<file path="src/rtl/bprz_tx.sv">
module bprz_tx #(
  parameter int DW       = 16,
  parameter int DEPTH    = 8,
  parameter int HALF_CYC = 4,
  parameter int GAP_BITS = 4
) (
  input  logic          clk,
  input  logic          rst_n,
  input  logic [DW-1:0] din,
  input  logic          ld_lo,
  input  logic          ld_hi,
  input  logic          ctl_stb,
  input  logic          send_en,
  output logic          line_hi,
  output logic          line_lo,
  output logic          tx_ready
);
  localparam int WW      = 2 * DW;
  localparam int AW      = (DEPTH > 1) ? $clog2(DEPTH) : 1;
  localparam int CW      = $clog2(DEPTH + 1);
  localparam int PW      = $clog2(2 * HALF_CYC);
  localparam int GAP_TOT = GAP_BITS * 2 * HALF_CYC;
  localparam int GW      = $clog2(GAP_TOT + 1);

  typedef enum logic [1:0] {S_IDLE, S_BITS, S_GAP} st_t;

  st_t            state;
  logic [DW-1:0]  lo_hold;
  logic [WW-1:0]  mem [DEPTH];
  logic [AW-1:0]  wr_ptr, rd_ptr;
  logic [CW-1:0]  cnt;
  logic [1:0]     ctl_q;
  logic           stb_d, wl_short;
  logic [WW-1:0]  shreg;
  logic [5:0]     bit_idx;
  logic [PW-1:0]  phase;
  logic [GW-1:0]  gap_ct;
  logic           push, pop, idle, mark, pbit, par_src;
  logic [WW-1:0]  head, frame;

  assign idle     = (state == S_IDLE);
  assign push     = ld_hi && (cnt != CW'(DEPTH));
  assign pop      = idle && send_en && (cnt != '0);
  assign tx_ready = (cnt != CW'(DEPTH));
  assign head     = mem[rd_ptr];
  assign par_src  = ctl_q[1] ? ^head[23:0] : ^head[WW-2:0];
  assign pbit     = ctl_q[0] ? par_src : ~par_src;
  assign frame    = ctl_q[1] ? {7'b0, pbit, head[23:0]} : {pbit, head[WW-2:0]};
  assign mark     = (state == S_BITS) && (phase < PW'(HALF_CYC));
  assign line_hi  = mark && shreg[0];
  assign line_lo  = mark && !shreg[0];

  always_ff @(posedge clk) begin
    if (!rst_n) begin
      ctl_q <= 2'b00;
      stb_d <= 1'b0;
    end else begin
      stb_d <= ctl_stb;
      if (ctl_stb && !stb_d) ctl_q <= din[1:0];
    end
  end

  always_ff @(posedge clk) begin
    if (ld_lo) lo_hold <= din;
    if (push) mem[wr_ptr] <= {din, lo_hold};
  end

  always_ff @(posedge clk) begin
    if (!rst_n) begin
      wr_ptr <= '0;
      rd_ptr <= '0;
      cnt    <= '0;
    end else begin
      if (push) wr_ptr <= (wr_ptr == AW'(DEPTH - 1)) ? '0 : wr_ptr + 1'b1;
      if (pop)  rd_ptr <= (rd_ptr == AW'(DEPTH - 1)) ? '0 : rd_ptr + 1'b1;
      cnt <= cnt + CW'(push) - CW'(pop);
    end
  end

  always_ff @(posedge clk) begin
    if (!rst_n) begin
      state    <= S_IDLE;
      shreg    <= '0;
      bit_idx  <= '0;
      phase    <= '0;
      gap_ct   <= '0;
      wl_short <= 1'b0;
    end else begin
      case (state)
        S_IDLE: if (pop) begin
          state    <= S_BITS;
          shreg    <= frame;
          wl_short <= ctl_q[1];
          bit_idx  <= '0;
          phase    <= '0;
        end
        S_BITS: begin
          if (phase == PW'(2 * HALF_CYC - 1)) begin
            phase <= '0;
            if (bit_idx == (wl_short ? 6'd24 : 6'(WW - 1))) begin
              state  <= S_GAP;
              gap_ct <= '0;
            end else begin
              bit_idx <= bit_idx + 1'b1;
              shreg   <= shreg >> 1;
            end
          end else begin
            phase <= phase + 1'b1;
          end
        end
        default: begin
          if (gap_ct == GW'(GAP_TOT - 1)) state <= S_IDLE;
          else gap_ct <= gap_ct + 1'b1;
        end
      endcase
    end
  end
endmodule

</file>
<file path="config.mk">
export PLATFORM = sky130hd
export DESIGN_NAME = bprz_tx
export DESIGN_NICKNAME = d
export VERILOG_FILES = /design/src/rtl/bprz_tx.sv
export SDC_FILE = /design/constraint.sdc
export NUM_CORES = 1
export LEC_CHECK = 0
export BUFFER_PORTS_ARGS = -buffer_cell sky130_fd_sc_hd__buf_2
export CORE_MARGIN = 3
export CORE_UTILIZATION = 55
export DETAILED_ROUTE_END_ITERATION = 10
export MAX_ROUTING_LAYER = met4
export PLACE_DENSITY = 0.71
export SETUP_SLACK_MARGIN = 0.2
export SYNTH_ARGS = -nofsm -noshare
export SYNTH_HDL_FRONTEND = slang
export SYNTH_SLANG_ARGS = --single-unit
</file>
<file path="constraint.sdc">
create_clock -name clk -period 5.3 [get_ports clk]
set_input_delay 0.53 -clock clk [delete_from_list [all_inputs] [get_ports clk]]
set_output_delay 0.53 -clock clk [all_outputs]
set_load 0.05 [all_outputs]
</file>
-- After elaboration in Yosys (flattened, before gate mapping)
Memories as Yosys holds them, arrays and structs flattened. A register that Yosys moved wholly into a read port is not among the register bits.
Cells that the tools add are included.
- register bits: 79
- memory bits (writable): 256
- output and inout port bits: 3
- word-level logic and storage cells: 85
- memories kept: 1
- memories (name ; depth ; bits a word ; rd ports ; clocked after memory_dff ; write ports ; line ; source):
    mem ; 8 ; 32 ; 1 ; 1 ; 1 ; 29 ; logic [WW-1:0] mem [DEPTH];
- add/sub/neg operators: 7
- $lt $le $gt $ge: 1
- eq/ne operators: 12
- muxes and demuxes: 30
- bitwise gates (word level): 2
- reductions and logical operators: 20
- operators with widths (operator ; count):
    32-bit 2-to-1 mux ; 4
    32-bit case mux with 2 select lines ; 1
    6-bit 2-to-1 mux ; 6
    31-bit XOR reduction ; 1
    6-bit case mux with 2 select lines ; 2
    24-bit XOR reduction ; 1
    3-bit 2-to-1 mux ; 7
    6-bit by 1-bit adder with 6-bit output, second input constant ; 2
    4-bit AND reduction ; 3
    3-bit by 1-bit adder with 3-bit output, second input constant ; 3
    3-bit == test, second input constant ; 3
    2-bit 2-to-1 mux ; 4
    1-bit logical AND ; 7
    6-bit by 5-bit == test with 1-bit output ; 1
    6-bit by 5-bit == test with 1-bit output, second input constant ; 1
    2-bit != test, second input constant ; 3
    3-bit case mux with 2 select lines ; 1
    4-bit by 1-bit adder with 4-bit output ; 1
    1-bit 2-to-1 mux ; 4
    2-bit by 1-bit != test with 1-bit output, second input constant ; 2
    4-bit != test, second input constant ; 1
    2-bit case mux with 2 select lines ; 1
    2-bit AND reduction ; 2
    4-bit nonzero test ; 1
    8 further kinds ; 10

-- Longest topological paths before layout
Gate-level depths: netlist of run 1.
- depth in word-level cells: 7
- gate-level depth with buffers: 13
- gate-level depth less buffers: 12

-- Worst setup path after synthesis of run 1
Ideal clock, no wire load.
- path kind: reg2reg
- from: register cnt[2]
- to: memory mem[0][0] (netlist bit), enable pin
- setup time: 498 ps
- arrival: 4239 ps
- data required time: 4802 ps
- setup slack: 563 ps
- stages on the path, launching flop included: 6
- cell sequence: dfxtp_1 -> inv_1 -> ha_1 -> nand2_1 -> nand2_1 -> nor4_1
- longest elaborated chain between the ends: 4
- RTL lines (item ; line ; source):
    start, declared ; 31 ; logic [CW-1:0] cnt;
    start signal, assigned ; 76 ; cnt <= cnt + CW'(push) - CW'(pop);
    4-bit != test ; -- ;
    via tx_ready ; 16 ; output logic tx_ready
    1-bit logical AND ; 42 ; assign push = ld_hi && (cnt != CW'(DEPTH));
    1-bit 2-to-1 mux ; 65 ; if (push) mem[wr_ptr] <= {din, lo_hold};
    1-bit 2-to-1 mux (implied by the code) ; 65 ;
    end, declared ; 29 ;
The timed path passes the listed nets, and every way through them passes these cells.

==> results.json, run 1 <==
{
  "status": "finished, final reports clean",
  "timing.final.crit_share_pct": 70.51,
  "initial_antenna_violation_count": 1,
  "mostFrequentLayoutCells": "sky130_fd_sc_hd__edfxtp_1 (264), sky130_fd_sc_hd__nand2_1 (63), sky130_fd_sc_hd__dfxtp_1 (63), sky130_fd_sc_hd__nor2_1 (57), sky130_fd_sc_hd__mux4_2 (53)",
  "die_height_um": 162.6,
  "num_rows": 56,
  "summed_instance_area_of_the_synthesized_netlist_mm2": 0.01348,
  "ctsLongestPathBuffers": 3,
  "leakage_nw": 4.928,
  "met2_length_um": 13680,
  "finalNetCount": 911,
  "dp.final_hpwl_um": 17440,
  "drv_slew": 0,
  "grt_overflow": 0,
  "mostFrequentLayoutCell": "sky130_fd_sc_hd__edfxtp_1",
  "holdCritPathClass": "input pin to flip-flop",
  "yosys_most_used_dff": "sky130_fd_sc_hd__edfxtp_1",
  "firstDrtPassIters": 7,
  "num_io_pins": 25,
  "postSynthCellCount": 843,
  "cts_tree": "built",
  "cts_resized": 0,
  "worst-endpoint-arrival_ns": 4.18,
  "floorplan.initialDensity_pct": 56.76,
  "yosys.area.top_type": "sky130_fd_sc_hd__edfxtp_1",
  "detail_route.iter0.violations": 695,
  "final-setup-viol-count": 0,
  "layout_min_cycle_time_ns": 3.737,
  "layout-area-overhead-vs-synth_pct": 11.24,
  "route.layer.met1.wl_um": 12010,
  "layout.core_utilization_pct": 63.14,
  "groute.usage.overall_pct": 22.62,
  "max_cap_viol_count": 0,
  "final_antenna_net_count": 0,
  "fp.coreArea_mm2": 0.02375,
  "power.density_cell_area_mw_per_mm2": 490.7,
  "cp_cell_sequence": "nor2b_1 > a221oi_2 > xnor3_1 > xnor3_1 > xnor3_1 > xor3_1 > o41ai_2",
  "dr_total_vias": 7352,
  "async_reset_ff_share_pct": 0,
  "register_area_mm2": 0.009258,
  "synth.area.top_cells": "sky130_fd_sc_hd__edfxtp_1 (59%), sky130_fd_sc_hd__dfxtp_1 (9.8%), sky130_fd_sc_hd__mux4_2 (8.9%)",
  "grt_max_degree": 53,
  "numCtsBuffers": 31,
  "synth-warning-count": 0,
  "worstPathRequired_ns": 5.75,
  "detailroute.wirelength.met3_um": 1777,
  "path_max_fanout": 37,
  "final_wirelength_um": 28320,
  "total_power_mw": 7.359,
  "cts.reportedPaths.clkPinSlew_ns": 0.06,
  "synth_top_area_share_pct": 58.80,
  "crit_path_max_incr_delay_ns": 1.03,
  "synth.lib_cells_used.distinct": 51,
  "max_ir_drop_vdd_uv": 404.0,
  "route.detailed.wl_per_inst_um": 23.27,
  "cts_setup_buffers": 0,
  "setup.worst_path.start_class": "flip-flop",
  "share_of_post_route_cells_with_drive_strength_above_1_pct": 18.73,
  "ys_seq_area_share_pct": 68.60,
  "synth_seq_cells": 330,
  "clock_tree.htree_level_count": 1,
  "max_slew_headroom_pct": 15.93,
  "average_instance_area_after_synthesis_um2": 15.99,
  "highest_achievable_clock_rate_mhz": 267.6,
  "routed.top_layer": "met4",
  "cp_slowest_cell": "sky130_fd_sc_hd__nor2b_1",
  "numClockSinks": 330,
  "die_width_um": 162.6,
  "hold_buffers": 0,
  "die_area_mm2": 0.02643,
  "synth_fp_nets": 880,
  "timing_worst_setup_path_type": "flip-flop to flip-flop",
  "hold_violations": 0,
  "timing.critical_path.to_type": "flip-flop",
  "number_of_synthesized_flops_with_an_enable_pin": 264,
  "clock_root_buffer_master": "sky130_fd_sc_hd__clkbuf_16",
  "timing_worst_slew_pin_value_ns": 1.258,
  "worst_skew_pair.late_latency_ns": 0.56,
  "unrepaired_setup_endpoints_after_global_routing": "no",
  "skew_ns": 0.01163,
  "drcViolationCount": 0,
  "multi_input_comb_area_mm2": 0.004043,
  "via_count_of_the_first_global_routing_pass": 7655,
  "port_buffers": 24,
  "grt_first_pass_wirelength_um": 44060,
  "filler_cell_count": 1656,
  "final.setup.tns_ns": 0,
  "detail_route.vias_per_cell": 6.041,
  "gp_congestion": 0.8246,
  "crit_path_frequent_cell": "sky130_fd_sc_hd__xnor3_1"
}
Yosys cell counts (8+ instances only):
cell and instances:
sky130_fd_sc_hd__mux4_2 53, sky130_fd_sc_hd__edfxtp_1 264, sky130_fd_sc_hd__a221oi_1 10, sky130_fd_sc_hd__inv_1 8
sky130_fd_sc_hd__o21ai_0 12, sky130_fd_sc_hd__nand2_1 63, sky130_fd_sc_hd__ha_1 14, sky130_fd_sc_hd__o211ai_1 14
sky130_fd_sc_hd__clkbuf_1 19, sky130_fd_sc_hd__a21oi_1 34, sky130_fd_sc_hd__mux2i_1 39, sky130_fd_sc_hd__nor2_1 60
sky130_fd_sc_hd__buf_2 10, sky130_fd_sc_hd__xor2_1 28, sky130_fd_sc_hd__nand3_1 8, sky130_fd_sc_hd__xnor2_1 26
sky130_fd_sc_hd__nor3_1 26, sky130_fd_sc_hd__dfxtp_1 66
worst max-delay path: cells and delay by family, from the launching register on:
family          cells  cell delay [ns]
simple gates        1             1.03
compound gates      2             0.42
flops               1             0.53
xor+xnor            4             1.64
state kept, by name (all words and copies together), names as in the netlist, 2 cells and up, named ones only:
name	count
gap_ct	6
shreg	32
mem	248
rd_ptr	3
lo_hold	16
state	2
ctl_q	2
cnt	4
phase	3
wr_ptr	3
bit_idx	6
stage by stage:
stage	hold slack (ns)	cell area, µm²	setup slack (ns)	instances
floorplan	0.4321	13480	0.5629	843
global placement	0.4424	13980	1.693	1160
detailed placement	0.4493	13980	1.594	1160
CTS	0.1323	14990	1.567	1216
global route	0.1279	15000	1.422	1217
finish	0.1528	15000	1.563	1217
cell families after synthesis:
| kind of cell | share of synthesized area (%) |
|---|---|
| flip-flops | 68.60 |
| multiplexers | 12.67 |
| XOR/XNOR | 4.353 |
| AO/OA/AOI/OAI | 5.095 |
| AND/OR/NAND/NOR | 6.014 |
| buffers and inverters | 1.819 |
| adder cells (fa/ha/maj) | 1.448 |
path summary, 6_finish.rpt:
| check | to | depth (start not counted) | startpoint | slack (ns) |
|---|---|---|---|---|
| worst max-delay path | shreg[31]$_SDFFE_PN0P_ | 7 | flip-flop | 1.56 |
| worst min-delay path | lo_hold[15]$_DFFE_PP_ | 1 | din[15] | 0.15 |
| worst max register to register | shreg[31]$_SDFFE_PN0P_ | 7 | flip-flop | 1.56 |
| worst min register to register | shreg[21]$_SDFFE_PN0P_ | 2 | shreg[21]$_SDFFE_PN0P_ | 0.46 |
area by class of cell:
| cell class | count | share of cell area (%) |
|---|---|---|
| flip-flops and latches | 330 | 61.73 |
| multi-input cells | 461 | 26.96 |
| clock buffers | 38 | 5.481 |
| well taps | 319 | 2.661 |
| repair buffers | 41 | 1.652 |
| clock inverters | 18 | 1.276 |
| inverters | 9 | 0.2253 |
| diodes | 1 | 0.01669 |
power breakdown:
part	switching [mW]	internal (mW)
Combinational	1.00	0.990
Clock	0.903	1.29
Sequential	0.143	3.03
per-layer routing:
layer / up-vias / GRT usage [%]
li1: 3301 / -
met1: 3724 / 30.80
met2: 259 / 35.90
met3: 68 / 3.713
met4: 0 / 6.690
met5: - / -
Note: power is estimated with default switching activity, not from simulation.
==> run 2, diff against run 1 <==
==> constraint.sdc (replaced) <==
create_clock -name clk -period 3.82 [get_ports clk]
set_input_delay 0.382 -clock clk [delete_from_list [all_inputs] [get_ports clk]]
set_output_delay 0.382 -clock clk [all_outputs]
set_load 0.05 [all_outputs]
==> results.json, run 2 (synthesized netlist as in run 1, its figures left out) <==
{
  "hold_start": "din[15]",
  "worst-endpoint-arrival_ns": 3.88,
  "cp_slowest_cell": "sky130_fd_sc_hd__mux4_2",
  "gp_congestion": 0.8345,
  "firstDrtPassIters": 5,
  "fin_worst_hold_slack_ns": 0.04635,
  "power_frac_comb_pct": 26.6,
  "timing_worst_slew_pin_value_ns": 0.7817,
  "leakage_nw": 5.010,
  "die_height_um": 162.6,
  "hold_buffers": 0,
  "finalWorstSetupSlack_ns": 0.3524,
  "switchingPower_mw": 2.852,
  "final_cell_count_no_fill": 1231,
  "grt_overflow": 0,
  "timing_worst_setup_path_type": "flip-flop to flip-flop",
  "netSwitchingFraction_pct": 27.59,
  "setup.worst_path.start_class": "flip-flop",
  "finalNetCount": 923,
  "skew_ns": 0.01079,
  "drcViolationCount": 0,
  "regMostFlops": "mem",
  "crit_path_frequent_cell": "sky130_fd_sc_hd__xnor3_1",
  "cts.reportedPaths.clkPinSlew_ns": 0.06,
  "status": "finished, final reports clean",
  "max_ir_drop_vdd_uv": 449.3,
  "floorplan.initialDensity_pct": 56.76,
  "layout_min_cycle_time_ns": 3.468,
  "clock_tree.htree_level_count": 2,
  "initial_antenna_violation_count": 2,
  "layout-area-overhead-vs-synth_pct": 12.44,
  "cts_tree": "built",
  "detail_route.iter0.violations": 710,
  "highest_achievable_clock_rate_mhz": 288.4,
  "holdCritPathClass": "input pin to flip-flop",
  "cts_setup_buffers": 0,
  "power.density_cell_area_mw_per_mm2": 681.8,
  "reg.largest.list": "mem x248, shreg x32, lo_hold x16",
  "cellInternalPower_mw": 7.484,
  "route.detailed.wl_per_inst_um": 23.15,
  "num_rows": 56,
  "mostFrequentLayoutCells": "sky130_fd_sc_hd__edfxtp_1 (264), sky130_fd_sc_hd__nand2_1 (63), sky130_fd_sc_hd__dfxtp_1 (63), sky130_fd_sc_hd__nor2_1 (57), sky130_fd_sc_hd__mux4_2 (53)",
  "num_io_pins": 25,
  "layout.core_utilization_pct": 63.82,
  "clock_root_buffer_master": "sky130_fd_sc_hd__clkbuf_16",
  "groute.usage.overall_pct": 22.74,
  "path_max_fanout": 18,
  "dr_total_vias": 7378,
  "port_buffers": 24,
  "grt_max_degree": 53,
  "timing.final.crit_share_pct": 90.77,
  "ctsLongestPathBuffers": 3,
  "grt_first_pass_wirelength_um": 44010,
  "numClockSinks": 330,
  "share_of_post_route_cells_with_drive_strength_above_1_pct": 19.89,
  "final_antenna_net_count": 0,
  "final.setup.tns_ns": 0,
  "max_cap_viol_count": 0,
  "numCtsBuffers": 34,
  "die_area_mm2": 0.02643,
  "drv_slew": 0,
  "timing.critical_path.to_type": "flip-flop",
  "fp.coreArea_mm2": 0.02375,
  "pwr-share-clk_pct": 30.6,
  "hold_violations": 0,
  "pwr-share-seq_pct": 42.7,
  "final-setup-viol-count": 0,
  "max_slew_headroom_pct": 47.89,
  "detail_route.vias_per_cell": 5.994,
  "worst_skew_pair.late_latency_ns": 0.51,
  "die_width_um": 162.6,
  "cp_cell_sequence": "mux4_2 > mux2i_4 > xnor2_1 > xnor3_1 > xnor3_1 > xnor3_1 > xor3_1 > o41ai_2",
  "pre_cts_ws_ns": 0.3843,
  "final_wirelength_um": 28490,
  "dp.final_hpwl_um": 17620,
  "cts_resized": 0,
  "post-place-cells": 1169,
  "via_count_of_the_first_global_routing_pass": 7514,
  "worstPathRequired_ns": 4.23,
  "mostFrequentLayoutCell": "sky130_fd_sc_hd__edfxtp_1",
  "largest_register_ff_count": 248,
  "crit_path_max_incr_delay_ns": 0.58,
  "unrepaired_setup_endpoints_after_global_routing": "no"
}
## run 2: routing by layer
metal	track usage, %	share of wire, %	wire (µm)
met1	30.25	41	11710
met2	36.53	50	14140
met3	4.451	6.5	1865
met4	6.228	2.7	781
met5	-	0	0
## run 2: path summary, 6_finish.rpt
path / end / cells after the start / slack [ns]
max: shreg[31]$_SDFFE_PN0P_ / 8 / 0.35
min: lo_hold[15]$_DFFE_PP_ / 1 / 0.05
max reg2reg: shreg[31]$_SDFFE_PN0P_ / 8 / 0.35
min reg2reg: shreg[6]$_SDFFE_PN0P_ / 2 / 0.45
## run 2: worst max-delay path, delay by kind of cell (launching register included)
family	cells	cell delay (ns)
compound gates	1	0.19
xor+xnor	5	1.86
mux	2	0.76
flops	1	0.55
## run 2: power by group through the flow
stage	sequential, mW	combinational [mW]	clock (mW)
after floorplan	4.39	2.21	0
after global placement	4.46	2.68	0
after detailed placement	4.49	2.73	0
after CTS	4.42	2.75	3.23
after global routing	4.45	2.95	3.39
final	4.42	2.75	3.17
## run 2: cell type report
cell class              count  area (µm²)
flip-flops and latches    330        9258
fillers                  1654        8594
multi-input cells         461        4058
clock buffers              45       943.4
well taps                 319       399.1
repair buffers             50       331.6
clock inverters            15       130.1
inverters                   9       33.78
diodes                      2       5.005
## run 2: stage by stage
stage	power, mW	cell area (µm²)
after floorplan	6.603	13490
after global placement	7.145	14080
after detailed placement	7.224	14080
after CTS	10.40	15150
after global routing	10.79	15160
final	10.34	15160
==> run 3, diff against run 2 <==
--- a/config.mk
+++ b/config.mk
@@ -7,10 +7,10 @@
 export LEC_CHECK = 0
 export BUFFER_PORTS_ARGS = -buffer_cell sky130_fd_sc_hd__buf_2
 export CORE_MARGIN = 3
-export CORE_UTILIZATION = 55
+export CORE_UTILIZATION = 62
 export DETAILED_ROUTE_END_ITERATION = 10
 export MAX_ROUTING_LAYER = met4
-export PLACE_DENSITY = 0.71
+export PLACE_DENSITY = 0.79
 export SETUP_SLACK_MARGIN = 0.2
 export SYNTH_ARGS = -nofsm -noshare
 export SYNTH_HDL_FRONTEND = slang
==> results.json, run 3 (synthesized netlist as in run 1, its figures left out) <==
{
  "pre_cts_ws_ns": 0.3973,
  "max_cap_viol_count": 0,
  "initial_antenna_violation_count": 0,
  "timing.critical_path.to_type": "flip-flop",
  "finalNetCount": 920,
  "detailroute.wirelength.met3_um": 2264,
  "layout.core_utilization_pct": 71.41,
  "grt_overflow": 0,
  "ctsLongestPathBuffers": 3,
  "final-setup-viol-count": 0,
  "clock_root_buffer_master": "sky130_fd_sc_hd__clkbuf_16",
  "crit_path_max_incr_delay_ns": 0.58,
  "port_buffers": 24,
  "met2_length_um": 14220,
  "layout-area-overhead-vs-synth_pct": 12.40,
  "num_io_pins": 25,
  "numClockSinks": 330,
  "timing_worst_setup_path_type": "flip-flop to flip-flop",
  "setup.worst_path.start_class": "flip-flop",
  "timing_worst_slew_pin_value_ns": 0.9039,
  "cp_cell_sequence": "mux4_2 > mux2i_4 > xnor2_1 > xnor3_1 > xnor3_1 > xnor3_1 > xnor3_1 > a211oi_2",
  "drcViolationCount": 0,
  "cts_tree": "built",
  "grt_first_pass_wirelength_um": 45250,
  "mostFrequentLayoutCell": "sky130_fd_sc_hd__edfxtp_1",
  "detail_route.iter0.violations": 712,
  "layout_min_cycle_time_ns": 3.488,
  "crit_path_frequent_cell": "sky130_fd_sc_hd__xnor3_1",
  "highest_achievable_clock_rate_mhz": 286.7,
  "skew_ns": 0.01091,
  "final_wirelength_um": 28790,
  "power.density_cell_area_mw_per_mm2": 695.6,
  "path_max_fanout": 15,
  "fp.coreArea_mm2": 0.02122,
  "route.layer.met1.wl_um": 11360,
  "total_power_mw": 10.54,
  "dr_total_vias": 7587,
  "multi_input_comb_area_mm2": 0.004058,
  "share_of_post_route_cells_with_drive_strength_above_1_pct": 19.71,
  "hold_violations": 0,
  "fin_worst_hold_slack_ns": 0.04700,
  "final.setup.tns_ns": 0,
  "holdCritPathClass": "input pin to flip-flop",
  "register_area_mm2": 0.009258,
  "max_slew_headroom_pct": 39.60,
  "leakage_nw": 5.016,
  "worst_skew_pair.late_latency_ns": 0.57,
  "dp.final_hpwl_um": 17510,
  "num_rows": 53,
  "regMostFlops": "mem",
  "mostFrequentLayoutCells": "sky130_fd_sc_hd__edfxtp_1 (264), sky130_fd_sc_hd__nand2_1 (63), sky130_fd_sc_hd__dfxtp_1 (63), sky130_fd_sc_hd__nor2_1 (57), sky130_fd_sc_hd__mux4_2 (53)",
  "final_cell_count_no_fill": 1183,
  "design_area_mm2": 0.01515,
  "antenna-diode-count": 0,
  "route.detailed.wl_per_inst_um": 24.33,
  "gp_congestion": 0.9260,
  "worstPathRequired_ns": 4.29,
  "final_antenna_net_count": 0,
  "placement.cell_area_mm2": 0.01401,
  "reg.largest.list": "mem x248, shreg x32, lo_hold x16",
  "firstDrtPassIters": 5,
  "status": "finished, final reports clean",
  "via_count_of_the_first_global_routing_pass": 7846,
  "max_ir_drop_vdd_uv": 610.3,
  "timing.final.crit_share_pct": 91.31,
  "floorplan.initialDensity_pct": 63.53,
  "drv_slew": 0,
  "numCtsBuffers": 31,
  "cts_resized": 0,
  "groute.usage.overall_pct": 25.66,
  "detail_route.vias_per_cell": 6.413,
  "die_area_mm2": 0.02355,
  "filler_cell_count": 1261,
  "cts.reportedPaths.clkPinSlew_ns": 0.06,
  "worst-endpoint-arrival_ns": 3.96,
  "cp_slowest_cell": "sky130_fd_sc_hd__mux4_2",
  "die_width_um": 153.5,
  "routed.top_layer": "met4",
  "largest_register_ff_count": 248,
  "grt_max_degree": 42,
  "die_height_um": 153.5,
  "clock_tree.htree_level_count": 1,
  "unrepaired_setup_endpoints_after_global_routing": "no",
  "post-place-cells": 1124,
  "finalWorstSetupSlack_ns": 0.3321
}
-- run 3: cell types whose count changed in the layout (fill, tap and decap cells not counted), sizes merged --
cell | before | now
clkinvlp | 0 | 3
clkbuf | 45 | 41
buf | 50 | 49
diode | 2 | 0
dlygate4sd3 | 0 | 1
bufinv | 2 | 6
clkinv | 12 | 7
-- run 3: path summary, 6_finish.rpt --
kind | endpoint | start | depth (start not counted) | slack [ns]
worst max-delay path | shreg[24]$_SDFFE_PN0P_ | flip-flop | 8 | 0.33
worst min-delay path | stb_d$_SDFF_PN0_ | ctl_stb | 2 | 0.05
worst max register to register | shreg[24]$_SDFFE_PN0P_ | flip-flop | 8 | 0.33
worst min register to register | shreg[12]$_SDFFE_PN0P_ | shreg[12]$_SDFFE_PN0P_ | 2 | 0.47
-- run 3: area by class of cell --
type | instances | area share [%]
sequential | 330 | 61.09
timing repair buffer | 50 | 2.180
clock buffer | 41 | 5.763
inverter | 9 | 0.2229
clock inverter | 17 | 1.693
tap | 275 | 2.271
multi-input combinational | 461 | 26.78
-- run 3: critical path, delay by kind of cell (launching register included) --
kind	cells	cell delay, ns
AO/OA/AOI/OAI	1	0.28
XOR/XNOR	5	1.77
multiplexers	2	0.79
flip-flops	1	0.54
-- run 3: report_power, final --
group	internal, mW	total [mW]	leakage [nW]	switching, mW
registers	4.21	4.43	2.95	0.221
logic	1.40	2.79	1.52	1.39
clock network	2.02	3.32	0.543	1.30
-- run 3: what timing repair did --
action | CTS | global route
buffers inserted | 0 | 0
hold endpoints to repair | 1 | 0
hold buffers | 1 | 0
-- run 3: layer usage --
layer,vias up,GRT usage (%)
li1,3321,-
met1,3865,34.13
met2,327,40.94
met3,74,4.813
met4,0,8.326
met5,-,-
